### src/rtl/bp_pkg.sv
package bp_pkg;
   localparam int unsigned BP_LANES_DEF  = 4;
   localparam int unsigned BP_LANE_W_DEF = 9;

   typedef enum logic [1:0] {
      SRC_FIFO_RAW = 2'd0,
      SRC_FIFO_GEN = 2'd1,
      SRC_MBOX_RAW = 2'd2,
      SRC_MBOX_GEN = 2'd3
   } bp_src_e;

   function automatic int unsigned lane_top(input int unsigned lane, input int unsigned lw);
      return lane * lw + lw - 1;
   endfunction
endpackage

### src/rtl/bp_lane_tree.sv
module bp_lane_tree #(
   parameter int unsigned LANES  = bp_pkg::BP_LANES_DEF,
   parameter int unsigned LANE_W = bp_pkg::BP_LANE_W_DEF
) (
   input  logic [LANES*LANE_W-1:0] word,
   input  logic                    odd_sel,
   output logic [LANES-1:0]        par
);
   localparam int unsigned DATA_W = LANE_W - 1;

   initial begin
      if (LANE_W < 2) $error("bp_lane_tree: LANE_W must be at least 2");
      if (LANES < 1)  $error("bp_lane_tree: LANES must be at least 1");
   end

   for (genvar i = 0; i < LANES; i++) begin : g_lane
      logic [DATA_W-1:0] bits;
      assign bits   = word[i*LANE_W +: DATA_W];
      assign par[i] = (^bits) ^ odd_sel;
   end
endmodule

### src/rtl/bp_lane_patch.sv
module bp_lane_patch #(
   parameter int unsigned LANES  = bp_pkg::BP_LANES_DEF,
   parameter int unsigned LANE_W = bp_pkg::BP_LANE_W_DEF
) (
   input  logic [LANES*LANE_W-1:0] word,
   input  logic [LANES-1:0]        par,
   input  logic                    patch,
   output logic [LANES*LANE_W-1:0] out
);
   localparam int unsigned DATA_W = LANE_W - 1;

   for (genvar i = 0; i < LANES; i++) begin : g_lane
      assign out[i*LANE_W +: DATA_W] = word[i*LANE_W +: DATA_W];
      assign out[bp_pkg::lane_top(i, LANE_W)] =
         patch ? par[i] : word[bp_pkg::lane_top(i, LANE_W)];
   end
endmodule

### src/rtl/bp_lane_check.sv
module bp_lane_check #(
   parameter int unsigned LANES  = bp_pkg::BP_LANES_DEF,
   parameter int unsigned LANE_W = bp_pkg::BP_LANE_W_DEF
) (
   input  logic [LANES*LANE_W-1:0] word,
   input  logic [LANES-1:0]        par,
   output logic [LANES-1:0]        fail
);
   for (genvar i = 0; i < LANES; i++) begin : g_lane
      assign fail[i] = par[i] != word[bp_pkg::lane_top(i, LANE_W)];
   end
endmodule

### src/rtl/byte_parity_unit.sv
module byte_parity_unit #(
   parameter int unsigned LANES   = bp_pkg::BP_LANES_DEF,
   parameter int unsigned LANE_W  = bp_pkg::BP_LANE_W_DEF,
   parameter bit          REG_ERR = 1'b1
) (
   input  logic                    clk,
   input  logic                    rst_n,
   input  logic                    odd_sel,
   input  logic                    cs_n,
   input  logic                    en,
   input  logic                    wr_sel,
   input  logic                    mb_sel,
   input  logic                    gen_en,
   input  logic [LANES*LANE_W-1:0] port_in,
   input  logic [LANES*LANE_W-1:0] fifo_rd,
   input  logic [LANES*LANE_W-1:0] mbox_rd,
   output logic [LANES*LANE_W-1:0] port_out,
   output logic                    out_en,
   output logic                    err_n,
   output logic                    err_n_q,
   input  logic                    opp_gen_en,
   input  logic [LANES*LANE_W-1:0] opp_mbox_rd,
   output logic [LANES*LANE_W-1:0] opp_out
);
   import bp_pkg::*;

   localparam int unsigned W = LANES * LANE_W;

   initial begin
      if (LANES < 1)  $error("byte_parity_unit: LANES must be at least 1");
      if (LANE_W < 2) $error("byte_parity_unit: LANE_W must be at least 2");
   end

   logic             tree_busy;
   logic [W-1:0]     tree_word;
   logic [LANES-1:0] tree_par;
   logic [LANES-1:0] lane_fail;
   logic [LANES-1:0] fifo_par;
   logic [LANES-1:0] opp_par;
   logic [W-1:0]     fifo_word;
   logic [W-1:0]     mbox_word;
   bp_src_e          src;

   // shared tree: mailbox generate read steals it from the checker
   assign tree_busy = !cs_n && en && !wr_sel && mb_sel && gen_en;
   assign tree_word = tree_busy ? mbox_rd : port_in;

   bp_lane_tree #(.LANES(LANES), .LANE_W(LANE_W)) i_shared_tree (
      .word(tree_word), .odd_sel(odd_sel), .par(tree_par));

   bp_lane_check #(.LANES(LANES), .LANE_W(LANE_W)) i_check (
      .word(port_in), .par(tree_par), .fail(lane_fail));

   bp_lane_tree #(.LANES(LANES), .LANE_W(LANE_W)) i_fifo_tree (
      .word(fifo_rd), .odd_sel(odd_sel), .par(fifo_par));

   bp_lane_patch #(.LANES(LANES), .LANE_W(LANE_W)) i_fifo_patch (
      .word(fifo_rd), .par(fifo_par), .patch(gen_en), .out(fifo_word));

   bp_lane_patch #(.LANES(LANES), .LANE_W(LANE_W)) i_mbox_patch (
      .word(mbox_rd), .par(tree_par), .patch(tree_busy), .out(mbox_word));

   bp_lane_tree #(.LANES(LANES), .LANE_W(LANE_W)) i_opp_tree (
      .word(opp_mbox_rd), .odd_sel(odd_sel), .par(opp_par));

   bp_lane_patch #(.LANES(LANES), .LANE_W(LANE_W)) i_opp_patch (
      .word(opp_mbox_rd), .par(opp_par), .patch(opp_gen_en), .out(opp_out));

   assign err_n  = tree_busy ? 1'b1 : ~(|lane_fail);
   assign out_en = !cs_n && !wr_sel;

   always_comb begin
      if (mb_sel) src = tree_busy ? SRC_MBOX_GEN : SRC_MBOX_RAW;
      else        src = gen_en ? SRC_FIFO_GEN : SRC_FIFO_RAW;
   end

   always_comb begin
      port_out = '0;
      if (out_en) begin
         unique case (src)
            SRC_FIFO_RAW, SRC_FIFO_GEN: port_out = fifo_word;
            SRC_MBOX_RAW, SRC_MBOX_GEN: port_out = mbox_word;
            default:                    port_out = '0;
         endcase
      end
   end

   if (REG_ERR) begin : g_err_reg
      logic err_q;
      always_ff @(posedge clk or negedge rst_n) begin
         if (!rst_n) err_q <= 1'b1;
         else        err_q <= err_n;
      end
      assign err_n_q = err_q;

      p_err_delay_r3: assert property (@(posedge clk) disable iff (!rst_n)
         $past(rst_n) |-> err_n_q == $past(err_n))
         else $error("R3: registered flag does not trail err_n");
   end else begin : g_err_comb
      assign err_n_q = err_n;
   end

   // assertions: relate port data across separately driven logic
   for (genvar i = 0; i < LANES; i++) begin : g_chk
      p_bad_lane_r2: assert property (@(posedge clk) disable iff (!rst_n)
         (!tree_busy && ((^port_in[i*LANE_W +: LANE_W]) != odd_sel)) |-> !err_n)
         else $error("R2: invalid lane %0d not flagged", i);

      p_fifo_gen_r4: assert property (@(posedge clk) disable iff (!rst_n)
         (out_en && !mb_sel && gen_en) |->
            ((^port_out[i*LANE_W +: LANE_W]) == odd_sel))
         else $error("R4: generated FIFO lane %0d invalid", i);

      p_mbox_gen_r5: assert property (@(posedge clk) disable iff (!rst_n)
         (!cs_n && en && !wr_sel && mb_sel && gen_en) |->
            ((^port_out[i*LANE_W +: LANE_W]) == odd_sel))
         else $error("R5: generated mailbox lane %0d invalid", i);

      p_opp_gen_r7: assert property (@(posedge clk) disable iff (!rst_n)
         opp_gen_en |-> ((^opp_out[i*LANE_W +: LANE_W]) == odd_sel))
         else $error("R7: opposite-port lane %0d invalid", i);
   end

   p_forced_high_r5: assert property (@(posedge clk) disable iff (!rst_n)
      (!cs_n && en && !wr_sel && mb_sel && gen_en) |-> err_n)
      else $error("R5: error flag not held high");

   p_idle_out_r8: assert property (@(posedge clk) disable iff (!rst_n)
      !out_en |-> (port_out == '0))
      else $error("R8: data driven while output disabled");
endmodule

### config.mk
export PLATFORM = sky130hd
export DESIGN_NAME = byte_parity_unit
export DESIGN_NICKNAME = d
export VERILOG_FILES = /design/src/rtl/bp_pkg.sv /design/src/rtl/bp_lane_tree.sv /design/src/rtl/bp_lane_patch.sv /design/src/rtl/bp_lane_check.sv /design/src/rtl/byte_parity_unit.sv
export SDC_FILE = /design/constraint.sdc
export NUM_CORES = 1
export LEC_CHECK = 0
export ABC_AREA = 1
export BUFFER_PORTS_ARGS = -buffer_cell sky130_fd_sc_hd__buf_2
export CORE_UTILIZATION = 32
export DETAILED_ROUTE_END_ITERATION = 7
export GPL_TIMING_DRIVEN = 0
export HOLD_SLACK_MARGIN = 0.08
export PLACE_DENSITY = 0.72
export SLEW_MARGIN = 5
export SYNTH_ARGS = -nofsm -noshare
export SYNTH_HDL_FRONTEND = slang
export SYNTH_SLANG_ARGS = --single-unit
### constraint.sdc
create_clock -name clk -period 6.2 [get_ports clk]
set_input_delay 1.24 -clock clk [delete_from_list [all_inputs] [get_ports clk]]
set_output_delay 1.24 -clock clk [all_outputs]
set_load 0.01 [all_outputs]
==> qor.csv <==
stage,metric,value,unit
pwr,leakagePower,2.21,nW
hold_path,min_path_type,input pin to asynchronous set/reset pin,
floorplanning,fp.dieH,87.6,um
floorplanning,rows,30,
detailed_routing,vias,3347,
synth,synth.avg_cell_area,5.48,sq um
synth,ys_types,22,
pwr,peakVddDrop,0.0315,mV
global_route,grt_use_total,21.1,%
timing,relSlewSlack,68.3,%
timing,period_needed,4330,ps
synth,synthesis.nets,581,
finish,diodes,0,
timing,holdWs,1180,ps
timing,worst_slack,1870,ps
detailed_routing,drt_first_iter_violations,115,
worst_setup_path,crit_required,4960,ps
worst_setup_path,crit_arrival,3090,ps
global_route,grt_pass1_wl,13000,um
synth,ys_seq_elements,1,
floorplanning,start_util,33.8,%
worst_setup_path,critPathLaunchType,input pin,
pwr,power,0.000324,W
floorplanning,die_w,87.6,um
global_route,grt_start_max_net_pins,11,
timing,setup_violations,0,
floorplanning,fp.dieArea,0.00768,sq mm
detailed_routing,drc,0,
finish,final_cells,751,
global_route,grt_overflow_total,0,
finish,largest_register_ffs,1,
worst_setup_path,end_kind,primary output,
detailed_routing,wl,8650,um
synth,syn_inst,428,
timing,finalMaxSlewViolations,0,
global_route,grt_pass1_vias,2956,
cts,clk_pin_slew,0,ps
floorplanning,core_area,0.00694,sq mm
detailed_routing,drtAntennaViolNets,0,
detailed_routing,avgRoutedWirePerCell,11.5,um
finish,synthToLayoutAreaGrowth,53.5,%
synth,syn_area,0.00235,sq mm
pwr,p_per_area,90.0,mW/mm^2
detailed_routing,drt-pass1-iter-count,5,
synth,ys_seq_area_share,1.12,%
timing,hold_violations,0,
placed_design,dpl.hpwl,7770,um
worst_setup_path,worst-path-max-fanout,10,
run,drv_cap,0,
placed_design,place.gp.congestion,0.815,
cts,holdBufCountCts,0,
detailed_routing,viasPerCell,4.46,
placed_design,io_buffer_count,227,
finish,nets,810,
floorplanning,ios,228,
placed_design,place_ws,1840,ps
cts,cts_resized,0,
timing,finalSetupTns,0,ps
finish,nFillCells,735,
timing,rsz0062_at_grt,no,
synth,yosysWarningCount,0,
timing,fmax,231,MHz
cts,post-cts-setup-buffers,0,
timing,tightest_slew,475,ps
timing,fin_crit_sh,69.9,%
finish,drive_gt1_share,41.2,%
outcome,outcome,"complete, no violations",
global_route,antenna_found_initial,0,
worst_setup_path,path_class,input pin to primary output,
placed_design,dp.cells,751,
-- final cells by class --
| type | count | area [sq um] | area share (%) |
|---|---|---|---|
| Buffer | 46 | 304 | 8.44 |
| Inverter | 41 | 154 | 4.27 |
| Multi-Input combinational cell | 340 | 1860 | 51.7 |
| Sequential cell | 1 | 26.3 | 0.729 |
| Tap cell | 96 | 120 | 3.33 |
| Timing Repair Buffer | 227 | 1140 | 31.5 |
-- report_power, final --
part | total [W] | internal [W] | switching (W)
Clock | 0 | 0 | 0
Sequential | 0.00000831 | 0.00000811 | 0.000000197
Combinational | 0.000316 | 0.000150 | 0.000166
Total | 0.000324 | 0.000159 | 0.000166
-- cells by family (layout without fill, tap and decap cells) --
| group | count (synthesis) | after routing | synth area share (%) |
|---|---|---|---|
| xor+xnor | 91 | 91 | 34.0 |
| flops | 1 | 1 | 1.12 |
| compound gates | 61 | 61 | 13.4 |
| buf+inv | 87 | 314 | 19.5 |
| simple gates | 188 | 188 | 31.9 |
-- path summary, 6_finish.rpt --
check	startpoint	endpoint	slack (ps)	cells after the start
max in group asynchronous	rst_n	err_n_q$_DFF_PN1_	5000	1
hold / removal	rst_n	err_n_q$_DFF_PN1_	1180	1
setup / recovery	cs_n	err_n	1870	18
min in group clk	port_in[26]	err_n_q$_DFF_PN1_	1630	6
-- metrics by stage --
stage               util, %  area (sq um)
global route           51.9          3600
finish                 51.9          3600
detailed placement     51.9          3600
CTS                    51.9          3600
global placement       51.9          3600
floorplan                 -          2350
-- critical path, stage by stage --
cell	delay [ps]
buf_2	110
inv_1	40
nand2_1	220
nor2_4	290
buf_6	170
nand2_1	70
nand2_2	100
inv_2	40
nand2_1	40
nand3_1	70
nand3_1	130
nand2_1	100
nand2_1	70
nand2_1	40
nor2_1	90
nand2_1	60
nand2_1	70
buf_2	140
-- per-layer routing --
layer | GRT usage [%] | part of all wire [%] | up-vias
met3 | 2.26 | 7.4 | 2
met2 | 44.5 | 55 | 140
li1 | - | - | 1742
met4 | 0.596 | 0.023 | 0
met5 | 0 | 0 | -
met1 | 23.2 | 38 | 1463
-- cell usage after synthesis, drive strengths merged --
master	number	area, sq um
o211ai	4	30.0
clkbuf	10	37.5
nand3b	1	7.51
nand2	162	611
clkinv	1	3.75
buf	36	267
xnor2	48	420
a21oi	39	195
or2	2	12.5
inv	40	150
o21ai	18	90.1
dfstp	1	26.3
nand3	16	85.1
xor2	43	377
nor2	7	33.8
-- layout by cell type (no fill, tap or decap), drive strengths merged --
cell type and n:
dfstp 1, nand3 16, buf 263, o211ai 4, clkbuf 10, nand3b 1, xor2 43, o21ai 18
clkinv 1, inv 40, a21oi 39, or2 2, xnor2 48, nand2 162, nor2 7
(Power assumes the default switching activity.)
